==> src/rtl/fs_pkg.sv <==
package fs_pkg;
  typedef enum logic [1:0] {
    OP_END = 2'd0,
    OP_FLD = 2'd1,
    OP_JMP = 2'd2,
    OP_BPM = 2'd3
  } op_e;

  typedef enum logic [2:0] {
    S_PMAP  = 3'd0,
    S_TID   = 3'd1,
    S_LOOK  = 3'd2,
    S_FETCH = 3'd3,
    S_EXEC  = 3'd4,
    S_POP   = 3'd5,
    S_DROP  = 3'd6
  } st_e;
endpackage

==> src/rtl/fs_store.sv <==
module fs_store #(
  parameter int W  = 19,
  parameter int AW = 6,
  localparam int DEPTH = 1 << AW
) (
  input  logic          clk,
  input  logic          we,
  input  logic [AW-1:0] waddr,
  input  logic [W-1:0]  wdata,
  input  logic [AW-1:0] raddr,
  output logic [W-1:0]  rdata
);
  logic [W-1:0] mem [DEPTH];

  initial begin
    for (int i = 0; i < DEPTH; i++) mem[i] = '0;
  end

  always_ff @(posedge clk) begin
    if (we) mem[waddr] <= wdata;
    rdata <= mem[raddr];
  end
endmodule

==> src/rtl/fs_pmap.sv <==
module fs_pmap #(
  parameter int PB = 14
) (
  input  logic          clk,
  input  logic          rst,
  input  logic          load,
  input  logic [PB-1:0] load_val,
  input  logic          shift,
  output logic          bit_o
);
  logic [PB-1:0] bits_q;

  always_ff @(posedge clk) begin
    if (rst)        bits_q <= '0;
    else if (load)  bits_q <= load_val;
    else if (shift) bits_q <= {bits_q[PB-2:0], 1'b0};
  end

  assign bit_o = bits_q[PB-1];
endmodule

==> src/rtl/fld_seq.sv <==
module fld_seq #(
  parameter int DW        = 64,
  parameter int IDW       = 8,
  parameter int UAW       = 6,
  parameter int TW        = 4,
  parameter int PMAP_BITS = 14,
  localparam int IW  = 5 + IDW + UAW,
  localparam int JW  = UAW + 1,
  localparam int CAW = (UAW > TW) ? UAW : TW
) (
  input  logic           clk,
  input  logic           rst,
  input  logic           in_valid,
  input  logic [DW-1:0]  in_data,
  input  logic           in_last,
  output logic           in_ready,
  input  logic           cfg_we,
  input  logic           cfg_tbl,
  input  logic [CAW-1:0] cfg_addr,
  input  logic [IW-1:0]  cfg_wdata,
  output logic           out_valid,
  output logic [IDW-1:0] out_id,
  output logic [DW-1:0]  out_value,
  output logic           out_eom,
  output logic           out_err
);
  import fs_pkg::*;

  st_e            state;
  logic [UAW-1:0] ip;
  logic           seen_last;
  logic           tid_bad;
  logic [IW-1:0]  instr;
  logic [JW-1:0]  jt_q;
  logic           pm_bit;

  fs_store #(.W(IW), .AW(UAW)) u_code (
    .clk(clk), .we(cfg_we && !cfg_tbl), .waddr(cfg_addr[UAW-1:0]),
    .wdata(cfg_wdata), .raddr(ip), .rdata(instr));

  fs_store #(.W(JW), .AW(TW)) u_jump (
    .clk(clk), .we(cfg_we && cfg_tbl), .waddr(cfg_addr[TW-1:0]),
    .wdata(cfg_wdata[JW-1:0]), .raddr(in_data[TW-1:0]), .rdata(jt_q));

  op_e            i_op;
  logic           i_opt, i_fwd, i_cst, present, pm_test;
  logic [IDW-1:0] i_id;
  logic [UAW-1:0] i_tgt;

  assign i_op    = op_e'(instr[1:0]);
  assign i_opt   = instr[2];
  assign i_fwd   = instr[3];
  assign i_cst   = instr[4];
  assign i_id    = instr[5 +: IDW];
  assign i_tgt   = instr[5 + IDW +: UAW];
  assign present = !i_opt || pm_bit;
  assign pm_test = (state == S_EXEC) &&
                   ((i_op == OP_BPM) || ((i_op == OP_FLD) && i_opt));

  fs_pmap #(.PB(PMAP_BITS)) u_pmap (
    .clk(clk), .rst(rst), .load((state == S_PMAP) && in_valid),
    .load_val(in_data[PMAP_BITS-1:0]), .shift(pm_test), .bit_o(pm_bit));

  assign in_ready = (state == S_PMAP) || (state == S_TID) || (state == S_DROP) ||
                    ((state == S_POP) && !seen_last);

  always_ff @(posedge clk) begin
    if (rst) begin
      state     <= S_PMAP;
      ip        <= '0;
      seen_last <= 1'b0;
      tid_bad   <= 1'b0;
      out_valid <= 1'b0;
      out_id    <= '0;
      out_value <= '0;
      out_eom   <= 1'b0;
      out_err   <= 1'b0;
    end else begin
      out_valid <= 1'b0;
      out_eom   <= 1'b0;
      out_err   <= 1'b0;
      case (state)
        S_PMAP: if (in_valid) begin
          if (in_last) out_err <= 1'b1;
          else         state   <= S_TID;
        end
        S_TID: if (in_valid) begin
          seen_last <= in_last;
          tid_bad   <= |in_data[DW-1:TW];
          state     <= S_LOOK;
        end
        S_LOOK: begin
          if (tid_bad || !jt_q[UAW]) begin
            out_err   <= 1'b1;
            seen_last <= 1'b0;
            state     <= seen_last ? S_PMAP : S_DROP;
          end else begin
            ip    <= jt_q[UAW-1:0];
            state <= S_FETCH;
          end
        end
        S_FETCH: state <= S_EXEC;
        S_EXEC: begin
          case (i_op)
            OP_END: begin
              out_valid <= 1'b1;
              out_eom   <= 1'b1;
              out_id    <= '0;
              out_value <= '0;
              seen_last <= 1'b0;
              state     <= S_PMAP;
            end
            OP_JMP: begin
              ip    <= i_tgt;
              state <= S_FETCH;
            end
            OP_BPM: begin
              ip    <= pm_bit ? ip + 1'b1 : i_tgt;
              state <= S_FETCH;
            end
            default: begin
              if (present && !i_cst) begin
                state <= S_POP;
              end else begin
                if (present && i_fwd) begin
                  out_valid <= 1'b1;
                  out_id    <= i_id;
                  out_value <= {{(DW-UAW){1'b0}}, i_tgt};
                end
                ip    <= ip + 1'b1;
                state <= S_FETCH;
              end
            end
          endcase
        end
        S_POP: begin
          if (seen_last) begin
            out_err   <= 1'b1;
            seen_last <= 1'b0;
            state     <= S_PMAP;
          end else if (in_valid) begin
            if (i_fwd) begin
              out_valid <= 1'b1;
              out_id    <= i_id;
              out_value <= in_data;
            end
            seen_last <= in_last;
            ip        <= ip + 1'b1;
            state     <= S_FETCH;
          end
        end
        S_DROP: if (in_valid && in_last) state <= S_PMAP;
        default: state <= S_PMAP;
      endcase
    end
  end
endmodule

==> config.mk <==
export PLATFORM = sky130hd
export DESIGN_NAME = fld_seq
export DESIGN_NICKNAME = d
export VERILOG_FILES = /design/src/rtl/fs_pkg.sv /design/src/rtl/fs_store.sv /design/src/rtl/fs_pmap.sv /design/src/rtl/fld_seq.sv
export SDC_FILE = /design/constraint.sdc
export NUM_CORES = 1
export LEC_CHECK = 0
export ABC_AREA = 1
export BUFFER_PORTS_ARGS = -buffer_cell sky130_fd_sc_hd__buf_2
export CAP_MARGIN = 5
export CORE_ASPECT_RATIO = 1.25
export CORE_MARGIN = 1.5
export CORE_UTILIZATION = 50
export CTS_CLUSTER_DIAMETER = 30
export CTS_CLUSTER_SIZE = 25
export DETAILED_ROUTE_END_ITERATION = 10
export HOLD_SLACK_MARGIN = 0.12
export PLACE_DENSITY = 0.71
export SLEW_MARGIN = 20
export SYNTH_ARGS = -nofsm -noshare
export SYNTH_HDL_FRONTEND = slang
export SYNTH_SLANG_ARGS = --single-unit
==> constraint.sdc <==
create_clock -name clk -period 2.1 [get_ports clk]
set_input_delay 0.315 -clock clk [delete_from_list [all_inputs] [get_ports clk]]
set_output_delay 0.315 -clock clk [all_outputs]
set_load 0.01 [all_outputs]
### Yosys cells after proc, flatten, opt, wreduce, memory -nomap -nowiden

Memories as Yosys holds them, arrays and structs flattened. A register that Yosys moved wholly into a read port is not among the register bits.
Index checks and enable logic that the tools add are counted.

* flip-flop bits (word level): 100
* bits in latches: 0
* bits in writable memories: 1328
* memory bits (read-only): 0
* output and inout port bits: 76
* logic and storage cells: 130
* memories kept: 2

* add/subtract/negate cells: 1
* $mul: 0
* div/mod/pow operators: 0
* magnitude comparators: 0
* eq/ne operators: 25
* shifts and indexed selects: 0
* muxes and demuxes: 57
* bitwise gates (word level): 1
* reduce and logical (&&, ||, !) cells: 34

Memory list
* u_code.mem: depth 64, width 19, rd ports 1, clocked after memory_dff 1, wr ports 1, RTL line fs_store.sv:13 `logic [W-1:0] mem [DEPTH];`
* u_jump.mem: depth 16, width 7, rd ports 1, clocked after memory_dff 1, wr ports 1, RTL line fs_store.sv:13

Operators by type and width (count)
* 2-to-1 mux 64 bit: 5
* case mux 64 bit (2 select lines): 2
* OR reduction 60 bit: 1
* 2-to-1 mux 8 bit: 5
* case mux 6 bit (3 select lines): 2
* case mux 8 bit (2 select lines): 2
* 2-to-1 mux 6 bit: 5
* 2-to-1 mux 14 bit: 2
* 2-to-1 mux 3 bit: 9
* case mux 3 bit (7 select lines): 1
* 2-to-1 mux 1 bit: 19
* inequality test 2 bit, second input constant: 9
* equality test 3 bit, second input constant: 3
* logical AND 1 bit: 9
* AND reduction 7 bit: 1
* adder 6 x 1 -> 6 bit, second input constant: 1
* equality test 3 x 2 -> 1 bit, second input constant: 2
* logical OR 1 bit: 6
* inequality test 2 x 1 -> 1 bit, second input constant: 3
* case mux 3 bit (2 select lines): 1
* AND reduction 6 bit: 1
* logical NOT 1 bit: 5
* AND reduction 5 bit: 1
* equality test 2 bit, second input constant: 2
* other kinds (18): 21

### Logic depth before layout (Yosys ltp)

Gate-level depths: netlist (run 1).

* word-level depth: 7
* gate-level depth with buffers: 12
* mapped depth without buffers: 9

### Hierarchy

From an unflattened synthesis (run 1), not the netlist that was laid out.

* cells, all modules: 5456
* area, all modules: 59752.3 um^2

Modules (own cells, without submodules)
* fs_store at u_code: times used 1, cells an instance 4173, area each 49623.8 um^2, seq. area each 36895.4 um^2
* fs_store at u_jump: times used 1, cells an instance 485, area each 5034.8 um^2, seq. area each 3503.4 um^2
* fld_seq: times used 1, cells an instance 692, area each 4404.2 um^2, seq. area each 1721.7 um^2
* fs_pmap: times used 1, cells an instance 106, area each 689.4 um^2, seq. area each 280.3 um^2

### Least setup slack after synthesis (run 1)

OpenSTA, ideal clock, no wires.

* kind: input-to-reg
* from: in cfg_we
* to: mem u_code.mem[11][0], enable pin
* setup time: 395 ps
* data arrival time: 1806 ps
* required time: 1705 ps
* setup slack: -101 ps
* stages on the path: 4
* path buffers: 0
* cells stage by stage: inv_1 -> nor2_1 -> nand4_1 -> nor2_1

* cells in the longest elaborated chain, start to end: 3

RTL lines
* start, declared: RTL line fld_seq.sv:17 `input logic cfg_we,`
* logical AND 1 bit: RTL line fld_seq.sv:38 `.clk(clk), .we(cfg_we && !cfg_tbl), .waddr(cfg_addr[UAW-1:0]),`
* 2-to-1 mux 1 bit: RTL line fs_store.sv:20 `if (we) mem[waddr] <= wdata;`
* 2-to-1 mux 1 bit (implied by the code): RTL line fs_store.sv:20
* end, declared: RTL line fs_store.sv:13

Every way passes these cells.

### Worst setup path after layout (run 1)

* from: reg state[0]
* to: out in_ready

* cells in the longest elaborated chain, start to end: 4
* elaborated cells on any way between the ends: 8

RTL lines
* start, declared: RTL line fld_seq.sv:29 `st_e state;`
* start signal, assigned: RTL line fld_seq.sv:96 `state <= seen_last ? S_PMAP : S_DROP;`
* equality test 3 x 1 -> 1 bit / logical NOT 3 bit (equally long branches): RTL line fld_seq.sv:64 `assign in_ready = (state == S_PMAP) || (state == S_TID) || (state == S_DROP) ||`
* logical OR 1 bit (2 in a row): RTL line fld_seq.sv:64
* logical OR 1 bit *: RTL line fld_seq.sv:64
* end, declared: RTL line fld_seq.sv:16 `output logic in_ready,`

Every way passes the cells marked *; elsewhere a longest branch is shown, timed or not.

==> results.tsv, run 1 <==
metric	value	unit
CTS tree	done	
outcome	complete, but fails checks	
WS Path Type	flop to output port	
leading post-synthesis cells by cell area	edfxtp_1 (68%), nand2_1 (11%), nand3_1 (9.7%), dfxtp_1 (4.3%), buf_2 (1.2%)	
RePlAce Congestion	0.891	
RSZ-0062 raised after global routing	yes	
Clock Skews	0.0301	ns
R2R cell count	10	
max cap viols	0	
DP Wirelength	99.4	mm
clock buffer depth	3	
Placement Cell Area	64000	um2
Initial DRC Count	5434	
Synth Instances	5095	
die area	119000	um2
via/cell ratio	5.86	
final wirelength	171	mm
Initial Utilization	50.6	%
Fmax	472	MHz
top cell type's share of synthesized area	68.5	%
via count	42650	
Setup Viol. Count Final	1	
final antenna-violating net count	0	
gr usage total	28.7	%
crit path max fanout	6	
clk slew on worst S/H paths	0.06	ns
total gr overflow	0	
PD cells	1280	nW/um2
Unique masters post-synth	35	
Critical R2R Launch	ip[1]	
Power Total	91600	uW
crit-path cells	inv_2, nor2_4, nand2_2, nand4_1, buf_2	
Hold Path Sink	u_code.mem[29][16]	
failing checks	negative setup slack	
number of synthesized flops with an enable pin	1328	
Residual DRC	0	
Post-Layout Inst Area	71600	um2
endpoints failing hold	0	
H-tree level count	4	
first-pass GRT wire length	252	mm
Critical Path Slowest Stage Cell	dfxtp_2	
num rows	139	
VDD IR max	0.996	mV
Synth Register Bits	1454	
Tmin final	2.12	ns
initial antenna violation count	2	
hold path startpoint	cfg_wdata[16]	
Async SR Flop Fraction	0	%
sequential share of the synthesized area	72.8	%
critical path endpoint category	output port	
register-to-register setup slack	0.02	ns
number of diodes	0	
most numerous cell in the Yosys netlist	nand2_1	
vias in the first global route	41080	
IO buf count	170	
fin crit share	101	%
required time of the critical path	1.78	ns
Crit Reg-Reg Endpoint	u_code.rdata[4]	
Top FF cell, synth	edfxtp_1	
Worst Max-Slew Pin Slew	1.01	ns
total number of yosys warnings	0	
Crit path largest cell delay	0.33	ns
synth cell count leaders	nand2_1 (1679), edfxtp_1 (1328), nand3_1 (1133), nor2_1 (185), buf_2 (143)	
synthesized net count	5191	
Final Max Tran Viols	0	
Hold Slack	0.198	ns
worst hold path class	primary input to flop	
layout cells sized above 1	16.5	%
leakage power	0.0263	uW
WHS Path Cells	1	
relative slew slack	32.5	%
io pins	171	
final worst setup slack	-0.0176	ns
Die Wd	308	um
Worst setup SP type	flop	
CTS Buf Count	183	
clk sinks	1454	
synthesized area	58300	um2
die span in y	385	um
worst slack, placed	-0.190	ns
area leader, netlist	edfxtp_1	
Nets	5660	
Post-Synthesis Mean Instance Area	11.4	um2
worst skew pair latency	0.80	ns
largest net degree at the start of global routing	81	
core area	115000	um2
setup TNS	-0.0176	ns
drt wl/cell	23.6	um
TritonRoute pass-1 iters	7	
Area Growth Syn to Fin	23.0	%
clk root buf	clkbuf_16	
critical path arrival	1.80	ns
==> final cells by class <==
| type | count | area [um2] |
|---|---|---|
| multi-input cells | 3274 | 14600 |
| clock inverters | 128 | 1410 |
| repair buffers | 606 | 6140 |
| inverters | 45 | 208 |
| fillers | 8463 | 43500 |
| clock buffers | 215 | 4930 |
| flip-flops and latches | 1454 | 42400 |
| well taps | 1551 | 1940 |
==> metrics by stage <==
| stage | utilization [%] | std cells |
|---|---|---|
| after floorplan | - | 5095 |
| after global placement | 55.6 | 6830 |
| after detailed placement | 55.6 | 6830 |
| after CTS | 62.0 | 7265 |
| after global routing | 62.2 | 7273 |
| final | 62.2 | 7273 |
==> sequential cells by signal, summed over array words and instances, names as in the netlist <==
name and count:
u_jump.rdata 7, out_eom 1, out_id 8, u_jump.mem 112
tid_bad 1, u_pmap.bits_q 14, state 3, ip 6
u_code.mem 1216, out_err 1, out_valid 1, out_value 64
u_code.rdata 19, seen_last 1
==> worst max-delay path by stage <==
stage | cells after the start | startpoint | to | slack (ns)
floorplan | 4 | cfg_we | u_code.mem[11][0] | -0.10
global placement | 11 | ip[0] | u_code.rdata[1] | -0.16
detailed placement | 11 | ip[0] | u_code.rdata[10] | -0.19
CTS | 4 | state[0] | in_ready | -0.05
global route | 12 | ip[0] | u_code.rdata[13] | -0.05
finish | 5 | state[0] | in_ready | -0.02
==> worst max-delay path, delay by kind of cell, from the launching register on <==
kind / cells / cell delay, ns
AND/OR/NAND/NOR: 3 / 0.32
buffers and inverters: 2 / 0.35
flip-flops: 1 / 0.33
==> layout by cell type (no fill, tap or decap), drive strengths merged, types with 2 or more instances in the layout <==
master and instances:
clkinv 50, a22oi 8, inv 81, o21ai 83, o221ai 22, nand3b 2, nor2 189, buf 518
nor4 4, xor2 3, nand2 1682, clkinvlp 23, nor3 18, edfxtp 1328, nand4 9, a21oi 90
dlygate4sd3 85, o211ai 16, dfxtp 126, nand3 1134, bufinv 19, o22ai 7, clkbuf 217
==> power by group <==
group / total, uW / switching (uW) / leakage [uW] / internal, uW
Sequential: 32700 / 600 / 0.0130 / 32100
Clock: 32000 / 12600 / 0.00306 / 19400
Combinational: 26900 / 18200 / 0.0103 / 8680
Total: 91600 / 31400 / 0.0263 / 60200
==> layer usage <==
metal | global-route usage (%) | share of wire (%) | up-vias | wire length, um
li1 | - | - | 18948 | -
met1 | 35.0 | 36 | 20743 | 61800
met2 | 47.3 | 48 | 2477 | 82700
met3 | 5.70 | 9.7 | 478 | 16700
met4 | 17.0 | 5.9 | 4 | 10200
met5 | 0 | 0.018 | - | 30
==> cell families (layout without fill, tap and decap cells) <==
family                   count (synthesis)  in the layout  synth area share, %
AND/OR/NAND/NOR                       3040           3040                 22.2
flip-flops                            1454           1454                 72.8
buffers and inverters                  367            994                 2.68
AO/OA/AOI/OAI                          229            229                 2.25
XOR/XNOR                                 4              4               0.0602
adder cells (fa/ha/maj)                  1              1               0.0215
==> timing repair <==
item,CTS,global route
hold buffers,85,0
resized for setup,21,34
endpoints found under the hold margin,1069,0
pin swaps,2,3
gates cloned,1,2
setup buffers,6,7
endpoints found under the setup margin,14,21
(Power assumes the default switching activity.)
==> inputs of run 2 (changes only) <==
--- a/config.mk
+++ b/config.mk
@@ -19,4 +19,5 @@
 export SLEW_MARGIN = 20
 export SYNTH_ARGS = -nofsm -noshare
 export SYNTH_HDL_FRONTEND = slang
+export SYNTH_HIERARCHICAL = 1
 export SYNTH_SLANG_ARGS = --single-unit
==> run 2 against run 1 <==
Effect of this change:
- the run still ends with negative setup slack left
- clock-buffer cell count up 11
- highest routed layer unchanged
- cell count grew 5.2%
- fmax decreased by 0.53%
- non-clock buffer count down 52
- register-to-register slack worse by 0.05 ns
- combinational power down 74%
- die area grew 2.6%
- final area rose by 2.9%
- synthesized area grew 2.6%
==> results.tsv, run 2 <==
metric	value	unit	change
Placement Cell Area	64900	um2	+1.4%
final wirelength	173	mm	+0.87%
hold path startpoint	cfg_wdata[7]		
first-pass GRT wire length	258	mm	+2.2%
number of synthesized flops with an enable pin	1328		unchanged
WHS Path Cells	1		unchanged
register-to-register setup slack	-0.03	ns	-0.05 ns
Unique masters post-synth	31		-11%
synth cell count leaders	nand2_1 (1946), edfxtp_1 (1328), nand3_1 (1174), nor2_1 (253), buf_2 (187)		
worst hold path class	primary input to flop		
critical path arrival	2.83	ns	+1.03 ns
initial antenna violation count	4		+2
Hold Path Sink	u_code/mem[14][7]		
worst skew pair latency	0.83	ns	+0.03 ns
core area	118000	um2	+2.8%
Post-Synthesis Mean Instance Area	11.0	um2	-4.2%
io pins	171		unchanged
final worst setup slack	-0.0290	ns	-0.0114 ns
clock buffer depth	3		unchanged
via count	43789		+2.7%
die span in y	390	um	+1.3%
most numerous cell in the Yosys netlist	nand2_1		
Tmin final	2.13	ns	+0.0114 ns
total gr overflow	0		unchanged
fin cells	7651		+5.2%
max cap viols	0		unchanged
via/cell ratio	5.72		-2.4%
Setup Viol. Count Final	2		+1
critical path endpoint category	flop		
clk slew on worst S/H paths	0.06	ns	about the same
sw power	18700	uW	-41%
R2R cell count	12		+2
IO buf count	170		unchanged
top cell type's share of synthesized area	66.7	%	-1.7 points
Residual DRC	0		unchanged
fin crit share	101	%	+0.54 points
Area Growth Syn to Fin	23.3	%	
clk sinks	1454		unchanged
endpoints failing hold	0		unchanged
Clock Skews	0.0331	ns	+0.00297 ns
clk root buf	clkbuf_16		
vias in the first global route	42923		+4.5%
H-tree level count	4		unchanged
clock network power share	47.0	%	+12 points
RSZ-0062 raised after global routing	yes		
Largest Register	u_code/mem		
Die Wd	312	um	+1.3%
largest net degree at the start of global routing	81		unchanged
Nets	5992		+5.9%
gr usage total	28.1	%	-0.52 points
area leader, netlist	edfxtp_1		
die area	122000	um2	+2.6%
Worst setup SP type	flop		
Flop pwr share	43.6	%	+7.9 points
Crit Reg-Reg Endpoint	u_code/rdata[11]		
VDD IR max	0.807	mV	-19%
failing checks	negative setup slack		
synthesized area	59800	um2	+2.6%
commonest non-fill, non-tap cells in the layout	nand2_1 (1940), edfxtp_1 (1328), nand3_1 (1128)		
TritonRoute pass-1 iters	7		unchanged
filler instances	8628		+1.9%
biggest regs	u_code/mem (1216), u_jump/mem (112), out_value (64)		
Logic pwr share	9.4	%	-20 points
CTS Buf Count	208		+14%
drt wl/cell	22.6	um	-4.1%
Fmax	470	MHz	-0.53%
commonest non-fill, non-tap cell in the layout	nand2_1		
Async SR Flop Fraction	0	%	unchanged
Int Power	55500	uW	-7.9%
worst slack, placed	-0.189	ns	+0.000954 ns
required time of the critical path	2.80	ns	+1.02 ns
Initial Utilization	50.5	%	-0.12 points
sequential share of the synthesized area	71.0	%	-1.8 points
RePlAce Congestion	0.881		-1.1%
Worst Max-Slew Pin Slew	0.885	ns	-0.127 ns
Top FF cell, synth	edfxtp_1		
Final Max Tran Viols	0		unchanged
setup TNS	-0.0449	ns	-0.0273 ns
crit path max fanout	36		+30
num rows	141		+1.4%
leakage power	0.0280	uW	+6.7%
Critical R2R Launch	ip[0]		
leading post-synthesis cells by cell area	edfxtp_1 (67%), nand2_1 (12%), nand3_1 (9.8%), dfxtp_1 (4.2%), nor2_1 (1.6%)		
layout cells sized above 1	16.1	%	-0.40 points
CTS tree	done		
Post-Layout Inst Area	73700	um2	+2.9%
final antenna-violating net count	0		unchanged
synthesized net count	5552		+7.0%
WS Path Type	flop to flop		
total number of yosys warnings	6		+6
Initial DRC Count	4981		-8.3%
PD cells	1010	nW/um2	-21%
DP Wirelength	99.6	mm	+0.23%
Placed Instances	7153		+4.7%
Power Total	74100	uW	-19%
relative slew slack	41.0	%	+8.5 points
Synth Instances	5456		+7.1%
outcome	complete, but fails checks		
switching fraction of total power	25.2	%	-9.1 points
Largest register FFs	1216		unchanged
Synth Register Bits	1454		unchanged
run 2: critical path, cell delays in order (launching register included):
cell,delay (ns)
dfxtp_4,0.50
buf_6,0.16
inv_8,0.05
buf_4,0.15
bufbuf_16,0.32
nand2_1,0.08
nand3_1,0.06
nand3_1,0.11
nand2_1,0.06
nand2_1,0.06
nand3_1,0.22
nand3_1,0.17
nand2_1,0.05
run 2: layout make-up:
| cell class | instances | area, um2 | share of cell area (%) |
|---|---|---|---|
| Sequential cell | 1454 | 42400 | 57.6 |
| Multi-Input combinational cell | 3499 | 15300 | 20.8 |
| Timing Repair Buffer | 554 | 6140 | 8.33 |
| Clock buffer | 226 | 5310 | 7.21 |
| Tap cell | 1573 | 1970 | 2.67 |
| Clock inverter | 164 | 1800 | 2.45 |
| Inverter | 178 | 709 | 0.963 |
| Timing Repair inverter | 1 | 11.3 | 0.0153 |
| Antenna cell | 2 | 5.00 | 0.00679 |
run 2: repair_timing:
item / in CTS / in global routing
pin swaps: 1 / 1
gates resized for setup: 41 / 48
setup endpoints to repair: 28 / 16
gates cloned: 7 / 2
hold buffers: 81 / 0
setup buffers: 7 / 10
hold endpoints to repair: 823 / 0
run 2: power groups by stage:
stage	Combinational (uW)	Sequential (uW)	Clock [uW]
after CTS	6680	32300	35100
after detailed placement	6310	32900	0
after floorplan	3510	32600	0
after global placement	6220	32900	0
after global routing	7420	32300	36400
final	6960	32300	34800
run 2: how the worst max path moves through the flow:
stage	cells past startpoint	start	to	slack (ns)
after floorplan	5	cfg_we	u_code/mem[32][0]	-0.14
after global placement	10	ip[0]	u_code/rdata[0]	-0.14
after detailed placement	10	ip[0]	u_code/rdata[0]	-0.19
after CTS	7	state[0]	in_ready	-0.07
after global routing	7	state[0]	in_ready	-0.05
final	12	ip[0]	u_code/rdata[11]	-0.03
run 2: layer usage:
layer / share of wire (%) / vias to the layer above / GRT usage, % / wire (um)
met3: 8.7 / 458 / 4.81 / 15100
met1: 36 / 21129 / 34.5 / 63000
li1: - / 19690 / - / -
met4: 5.2 / 4 / 15.4 / 8990
met5: 0.034 / - / 0 / 59
met2: 50 / 2508 / 47.4 / 85800
run 2: kinds of logic after synthesis:
family / after synthesis / synth area share [%]
AO/OA/AOI/OAI: 90 / 0.827
flip-flops: 1454 / 71.0
AND/OR/NAND/NOR: 3407 / 24.0
buffers and inverters: 503 / 4.14
adder cells (fa/ha/maj): 1 / 0.0209
XOR/XNOR: 1 / 0.0147
run 2: per-stage QoR:
stage	hold WS [ns]	util, %
global placement	0.455	54.8
global route	0.169	62.2
finish	0.152	62.2
detailed placement	0.458	54.8
CTS	0.129	61.9
floorplan	0.384	-
